<file path="src/rtl/async_wr_pkg.sv">
package async_wr_pkg;

  localparam int LANES  = 4;
  localparam int LANE_W = 8;
  localparam int WORD_W = LANES * LANE_W;

  typedef enum logic [1:0] {
    ST_IDLE = 2'd0,
    ST_WAIT = 2'd1,
    ST_ACK  = 2'd2
  } tgtState_t;

  // control to datapath strobes
  typedef struct packed {
    logic capture;  // latch index and lane mask
    logic commit;   // write latched lanes from dataIn
  } ctrlStrobes_t;

  // mask bit (LANES-1-k) enables lane k; lane 0 is the top byte
  function automatic logic [LANES-1:0] laneMask(input logic [1:0] sizCode,
                                                input logic [1:0] offset);
    logic [LANES-1:0] m;
    int count;
    count = (sizCode == 2'b00) ? LANES : int'(sizCode);
    m = '0;
    for (int k = 0; k < LANES; k++) begin
      if (k >= int'(offset) && k < int'(offset) + count)
        m[LANES-1-k] = 1'b1;
    end
    return m;
  endfunction

endpackage

</file>
<file path="src/rtl/async_wr_sync.sv">
module async_wr_sync #(
  parameter int W = 2,
  parameter logic [W-1:0] INIT = '1
) (
  input  logic         clk,
  input  logic         rstN,
  input  logic [W-1:0] asyncIn,
  output logic [W-1:0] syncOut
);

  logic [W-1:0] stage1;

  always_ff @(posedge clk or negedge rstN) begin
    if (!rstN) begin
      stage1  <= INIT;
      syncOut <= INIT;
    end else begin
      stage1  <= asyncIn;
      syncOut <= stage1;
    end
  end

endmodule

</file>
<file path="src/rtl/async_wr_ctrl.sv">
module async_wr_ctrl
  import async_wr_pkg::*;
#(
  parameter int DLY_W = 3
) (
  input  logic             clk,
  input  logic             rstN,
  input  logic             asOn,
  input  logic             dsOn,
  input  logic             rwN,
  input  logic             addrHit,
  input  logic [DLY_W-1:0] delayCfg,
  output ctrlStrobes_t     strobes,
  output logic [1:0]       dackN
);

  tgtState_t        state, stateNxt;
  logic [DLY_W-1:0] cnt, cntNxt;
  logic             bothOn;

  assign bothOn = asOn && dsOn;

  always_comb begin
    stateNxt = state;
    cntNxt   = cnt;
    strobes  = '0;
    unique case (state)
      ST_IDLE: begin
        if (bothOn && !rwN && addrHit) begin
          strobes.capture = 1'b1;
          cntNxt          = delayCfg;
          stateNxt        = ST_WAIT;
        end
      end
      ST_WAIT: begin
        if (!bothOn) begin
          stateNxt = ST_IDLE;
        end else if (cnt == '0) begin
          strobes.commit = 1'b1;
          stateNxt       = ST_ACK;
        end else begin
          cntNxt = cnt - 1'b1;
        end
      end
      ST_ACK: begin
        if (!bothOn) stateNxt = ST_IDLE;
      end
      default: stateNxt = ST_IDLE;
    endcase
  end

  always_ff @(posedge clk or negedge rstN) begin
    if (!rstN) begin
      state <= ST_IDLE;
      cnt   <= '0;
      dackN <= 2'b11;
    end else begin
      state <= stateNxt;
      cnt   <= cntNxt;
      dackN <= (stateNxt == ST_ACK) ? 2'b00 : 2'b11;
    end
  end

endmodule

</file>
<file path="src/rtl/async_wr_datapath.sv">
module async_wr_datapath
  import async_wr_pkg::*;
#(
  parameter int ADDR_W = 8,
  parameter int IDX_W  = 2,
  parameter logic [ADDR_W-IDX_W-3:0] BASE_TAG = 'hA
) (
  input  logic              clk,
  input  logic              rstN,
  input  logic [ADDR_W-1:0] addr,
  input  logic [1:0]        siz,
  input  logic [WORD_W-1:0] dataIn,
  input  ctrlStrobes_t      strobes,
  input  logic [IDX_W-1:0]  peekIdx,
  output logic              addrHit,
  output logic [LANES-1:0]  wrLanes,
  output logic [WORD_W-1:0] peekData
);

  localparam int DEPTH = 1 << IDX_W;

  logic [WORD_W-1:0] words [DEPTH];
  logic [IDX_W-1:0]  idxQ;
  logic [LANES-1:0]  maskQ;

  assign addrHit = (addr[ADDR_W-1:IDX_W+2] == BASE_TAG);
  assign wrLanes = strobes.commit ? maskQ : '0;
  assign peekData = words[peekIdx];

  always_ff @(posedge clk or negedge rstN) begin
    if (!rstN) begin
      idxQ  <= '0;
      maskQ <= '0;
    end else if (strobes.capture) begin
      idxQ  <= addr[IDX_W+1:2];
      maskQ <= laneMask(siz, addr[1:0]);
    end
  end

  for (genvar w = 0; w < DEPTH; w++) begin : g_word
    for (genvar b = 0; b < LANES; b++) begin : g_lane
      always_ff @(posedge clk or negedge rstN) begin
        if (!rstN)
          words[w][b*LANE_W +: LANE_W] <= '0;
        else if (wrLanes[b] && idxQ == IDX_W'(w))
          words[w][b*LANE_W +: LANE_W] <= dataIn[b*LANE_W +: LANE_W];
      end
    end
  end

endmodule

</file>
<file path="src/rtl/async_wr_target.sv">
module async_wr_target
  import async_wr_pkg::*;
#(
  parameter int ADDR_W = 8,
  parameter int IDX_W  = 2,
  parameter int DLY_W  = 3,
  parameter logic [ADDR_W-IDX_W-3:0] BASE_TAG = 'hA
) (
  input  logic              clk,
  input  logic              rstN,
  input  logic              asN,
  input  logic              dsN,
  input  logic              rwN,
  input  logic [1:0]        siz,
  input  logic [ADDR_W-1:0] addr,
  input  logic [31:0]       dataIn,
  input  logic [DLY_W-1:0]  delayCfg,
  input  logic [IDX_W-1:0]  peekIdx,
  output logic [31:0]       peekData,
  output logic [1:0]        dackN
);

  logic [1:0]       syncN;
  logic             asSync, dsSync;
  logic             addrHit;
  logic [LANES-1:0] wrLanes;
  ctrlStrobes_t     strobes;

  async_wr_sync #(.W(2), .INIT(2'b11)) sync_i (
    .clk(clk), .rstN(rstN), .asyncIn({asN, dsN}), .syncOut(syncN)
  );

  assign asSync = !syncN[1];
  assign dsSync = !syncN[0];

  async_wr_ctrl #(.DLY_W(DLY_W)) ctrl_i (
    .clk(clk), .rstN(rstN), .asOn(asSync), .dsOn(dsSync), .rwN(rwN),
    .addrHit(addrHit), .delayCfg(delayCfg), .strobes(strobes), .dackN(dackN)
  );

  async_wr_datapath #(.ADDR_W(ADDR_W), .IDX_W(IDX_W), .BASE_TAG(BASE_TAG)) dp_i (
    .clk(clk), .rstN(rstN), .addr(addr), .siz(siz), .dataIn(dataIn),
    .strobes(strobes), .peekIdx(peekIdx), .addrHit(addrHit),
    .wrLanes(wrLanes), .peekData(peekData)
  );

endmodule

</file>
<file path="config.mk">
export PLATFORM = sky130hd
export DESIGN_NAME = async_wr_target
export DESIGN_NICKNAME = d
export VERILOG_FILES = /design/src/rtl/async_wr_pkg.sv /design/src/rtl/async_wr_sync.sv /design/src/rtl/async_wr_ctrl.sv /design/src/rtl/async_wr_datapath.sv /design/src/rtl/async_wr_target.sv
export SDC_FILE = /design/constraint.sdc
export NUM_CORES = 1
export LEC_CHECK = 0
export ABC_AREA = 1
export BUFFER_PORTS_ARGS = -buffer_cell sky130_fd_sc_hd__buf_2
export CAP_MARGIN = 40
export CORE_AREA = 2 2 136 125
export DETAILED_ROUTE_END_ITERATION = 8
export DIE_AREA = 0 0 138 127
export PLACE_DENSITY = 0.64
export SLEW_MARGIN = 5
export SYNTH_ARGS = -nofsm -noshare
export SYNTH_HDL_FRONTEND = slang
export SYNTH_SLANG_ARGS = --single-unit
</file>
<file path="constraint.sdc">
create_clock -name clk -period 4 [get_ports clk]
set_input_delay 0.8 -clock clk [delete_from_list [all_inputs] [get_ports clk]]
set_output_delay 0.8 -clock clk [all_outputs]
set_load 0.01 [all_outputs]
</file>
Yosys cells after proc, flatten, opt, wreduce, memory -nomap -nowiden
Index checks and enable logic that the tools add are counted.
{ "word_totals": {"regBits": 145, "inputBits": 52} }
{ "classes": {"bitwise_logic": 1, "n_mux": 24, "n_reduce_logical": 31, "eq_ne": 10, "magnitude_cmp": 8, "add_sub_neg": 2} }
{ "op_table": {"columns": ["cell", "count"], "rows": [
  ["$bmux W32 S2", 1],
  ["$lt A3 B32 Y1 const A", 2],
  ["$mux W32", 2],
  ["$add A3 B32 Y32", 1],
  ["$lt A1 B32 Y1 const A", 1],
  ["$lt A2 B32 Y1 const A", 1],
  ["$logic_and A1 B1 Y1", 22],
  ["$mux W3", 4],
  ["$mux W2", 5],
  ["$mux W1", 9],
  ["$eq A2 B2 Y1 const B", 4],
  ["$logic_not A2 Y1", 3],
  ["$pmux W2 S3", 1],
  ["$pmux W3 S2", 1],
  ["$eq A2 B1 Y1 const B", 2],
  ["$eq A4 B4 Y1 const B", 1],
  ["$ge A1 B2 Y1 const A", 2],
  ["$mux W4", 1],
  ["$ne A2 B1 Y1 const B", 2],
  ["$reduce_and A4 Y1", 1],
  ["$ge A3 B3 Y1 const B", 1],
  ["$logic_not A1 Y1", 3],
  ["$logic_not A3 Y1", 1],
  ["$not A2 Y3", 1],
  ["4 further kinds", 4]
]} }

Longest topological paths before layout
{ "logic_depth": {"depth_word": 8, "ltp_mapped": 10, "mapped_depth_nobuf": 9} }

Modules after synthesis
Synthesis repeated with hierarchy kept, for this count alone.
{ "unflattened": {"cells_unflattened": 745, "hier_area_um2": 6610.1} }
{ "by_module_without_submodules": {"columns": ["mod", "area_each_um2", "seq_area_each_um2", "cells_each", "instances"], "rows": [
  ["async_wr_datapath", 6103.4, 3353.2, 687, 1],
  ["async_wr_ctrl", 394.1, 151.4, 52, 1],
  ["async_wr_sync", 105.1, 105.1, 4, 1],
  ["async_wr_target", 7.5, 0.0, 2, 1]
]} }

Worst setup path before layout
OpenSTA, ideal clock, no wires.
{ "synth_timing": {"kind": "input -> output", "startpoint": "in peekIdx[0]", "endpoint": "out peekData[0]", "stages": 5, "n_path_buf": 2, "slack_ns": 1.547, "arrival_ns": 1.653, "path_cell_list": "buf_2 -> clkinv_1 -> clkbuf_1 -> nor2_1 -> o22ai_1"} }
{ "synth_between": {"elab_chain_len": 4} }
{ "synth_rtl": {"columns": ["item", "line_no", "rtl"], "rows": [
  ["start, declared", "async_wr_target.sv:18", "input logic [IDX_W-1:0] peekIdx,"],
  ["$not A2 Y3 (not written as such)", "async_wr_datapath.sv:28", "assign peekData = words[peekIdx];"],
  ["$bmux W32 S2", "async_wr_datapath.sv:28", null],
  ["$mux W32 (not written as such) (2 in a row)", "async_wr_datapath.sv:28", null],
  ["end, declared", "async_wr_target.sv:19", "output logic [31:0] peekData,"]
]} }
No other way between the ends. The select of a mux whose other input is x is not followed.

Worst setup path after layout
{ "layout_timing": {"startpoint": "in peekIdx[0]", "endpoint": "out peekData[23]"} }
Same word-level chain as after synthesis.

==> reports/results.ini <==
[global_route]
antenna_found_initial=0
grt_use_total=0.2349
grt_pass1_vias=6154
grt_max_degree=84
overflow=0
grt_pass1_wl_um=32920

[yosys]
synth_seq_cells=144
synth_top_area_share=0.4875
yosys.area.top_type=dfrtp_1
syn_inst=859
syn_nets=916
yosys.area_share.xor_xnor=0
synth_enable_flop_cells=0
synth_ff_type=dfrtp_1
synthTopCellsByArea=dfrtp_1 49%, nand2_1 15%, nand4_1 11%, o21ai_0 5.0%, nor2_1 3.9%
synth_seq_area_share=0.5060
yosys_warnings=0
syn_avg_cell_area_um2=8.305
ys_async_sr_fraction=1.000
synth_top_family_by_area=simple AND/OR/NAND/NOR gates
syn_area_mm2=0.007134
synthMuxAreaShare=0
synth.distinct_cells=23
synth_compound_area_frac=0.07787
yosys.area_share.simple=0.3443
synth_fa_ha_area_frac=0.009821

[clock_tree]
clk_pin_slew_worst_paths_ns=0.06
numCtsBuffers=17
cts_sinks=144
insertion_delay_ns=0.43
cts-root-buf=clkbuf_16
cts_tree=yes
cts_hold_buf=0
h-tree-depth=4
post_cts_buffers=0
ctsResizeCount=0
cts_buffer_depth=2

[power]
powerDensity_mw_per_mm2=418.8
worst_ir_drop_vdd_mv=0.3148
power_leakage_nw=3.551

[worst_hold_path]
hold_start=sync_i.stage1[1]
hold_class=reg2reg
min_delay_path_depth=0
holdPathEnd=sync_i.syncOut[1]

[setup_path]
r2r-end=dp_i.words[112]
critPathMaxFanout=64
worst-r2r-setup-slack_ns=1.48
arrival_ns=2.15
worstSetupPathType=in2out
crit-reg2reg-launch=ctrl_i.cnt[0]
crit_path_end_kind=primary output
worst-endpoint-required_ns=3.20
worstSetupStartpointType=primary input
r2r_cells=11

[timing]
max_freq_ghz=0.3393
clock_skew_ns=0.007460
max_slew_margin=0.4640
slew_viol_final=0
rsz0062_at_grt=no
finalHoldViolCount=0
finalCritPeriodShare=0.7369
fin_tns_setup_ns=0
tightest_slew_ns=0.8039
fin_crit_ns=2.947
finalSetupViolations=0

[floorplanning]
coreArea_mm2=0.01597
start_util=0.4469
die_y_um=127
fp-row-count=44
die-area_mm2=0.01753
die_width_um=138
pin_count=86

[final_layout]
drive_above_1_share=0.1690
n_fill_cell=1543
design_area_mm2=0.008210
nets=979
n_antenna_cell=0
area_growth_pct=15.08

[job]
cap_violations=0

[routing]
first_pass_iters=5
first_iter_violations=480
wire_per_inst_um=17.63
wirelength_um=20130
vias_per_cell=5.632
vias=6432
drcViolationCount=0
ant_nets=0

[run_status]
status=finished clean

[placement]
place_hpwl_um=12090
io_buffer_count=85
dpl_cell_area_mm2=0.007656
gp_congestion=0.7956

## area by class of cell
cell class | count | area, um^2 | share of cell area
flip-flops and latches | 144 | 3610 | 0.4397
well taps | 207 | 259.0 | 0.03155
multi-input cells | 631 | 3084 | 0.3756
clock inverters | 6 | 55.05 | 0.006705
repair buffers | 109 | 631.9 | 0.07696
clock buffers | 26 | 499.2 | 0.06080
inverters | 19 | 71.32 | 0.008686
## stage by stage
stage / total power, mW / std cells / setup WS (ns) / hold slack (ns) / utilization
after floorplan: 1.743 / 859 / 1.547 / 0.3452 / -
after global placement: 1.930 / 1109 / 1.111 / 0.3465 / 0.4778
after detailed placement: 1.945 / 1110 / 1.125 / 0.3472 / 0.4795
after CTS: 3.456 / 1142 / 1.125 / 0.3559 / 0.5143
after global routing: 3.576 / 1142 / 1.022 / 0.3640 / 0.5143
final: 3.439 / 1142 / 1.053 / 0.3545 / 0.5143
## power breakdown
group | switching [mW] | internal, mW | leakage, nW
clock network | 0.599 | 0.916 | 0.278
logic | 0.313 | 0.101 | 1.96
registers | 0.0322 | 1.48 | 1.31
total | 0.944 | 2.49 | 3.55
## registers in the layout (all words and copies together) (netlist names)
register        flops
ctrl_i.state        2
sync_i.stage1       2
dp_i.words        128
dp_i.maskQ          4
ctrl_i.cnt          3
sync_i.syncOut      2
dp_i.idxQ           2
ctrl_i.dackN        1
## worst max path at each step
stage	from	to	slack [ns]
6_report	peekIdx[0]	peekData[23]	1.05
5_1_grt	peekIdx[0]	peekData[23]	1.02
4_1_cts	peekIdx[0]	peekData[23]	1.13
3_5_place_dp	peekIdx[0]	peekData[23]	1.13
3_3_place_gp	peekIdx[0]	peekData[23]	1.11
2_1_floorplan	peekIdx[0]	peekData[0]	1.55
## placed cells by master (no fill, tap or decap), types with 2 or more instances in the layout
cell	count
o21ai_0	71
inv_1	16
clkinv_2	5
clkbuf_1	5
clkbuf_16	17
clkbuf_8	4
nor2_2	4
buf_4	23
nand3_1	17
dfrtp_1	139
ha_1	4
buf_2	84
nand2_1	288
dfstp_2	5
o22ai_1	32
nor2_1	73
clkinv_1	2
nand4_1	129
nor2_4	2
nand3_4	9
## cells by family (layout without fill, tap and decap cells)
kind of cell | after synthesis | count (layout)
AO/OA/AOI/OAI | 103 | 103
adder cells (fa/ha/maj) | 5 | 5
buffers and inverters | 84 | 160
flip-flops | 144 | 144
AND/OR/NAND/NOR | 523 | 523
## layer usage
layer,up-vias,track usage,part of all wire
met2,241,0.3669,0.46
li1,3092,-,-
met1,3072,0.3324,0.46
met3,27,0.05097,0.064
met5,-,0,0
met4,0,0.06843,0.014
## synth_stat cells (2+ instances only)
cell	number
clkbuf_1	42
dfstp_2	5
buf_6	13
buf_4	2
nand3_1	17
nand3_4	9
dfrtp_1	139
buf_2	5
buf_1	2
nand2_1	288
ha_1	4
inv_1	16
nor2_1	74
nand4_1	129
nor2_4	2
o21ai_0	71
o22ai_1	32
nor2_2	3
clkinv_1	2
## critical path: stages
cell	delay (ns)
buf_2	0.11
clkinv_1	0.04
buf_4	0.54
o21ai_0	0.18
o22ai_1	0.26
buf_2	0.20
(Power assumes the default switching activity.)
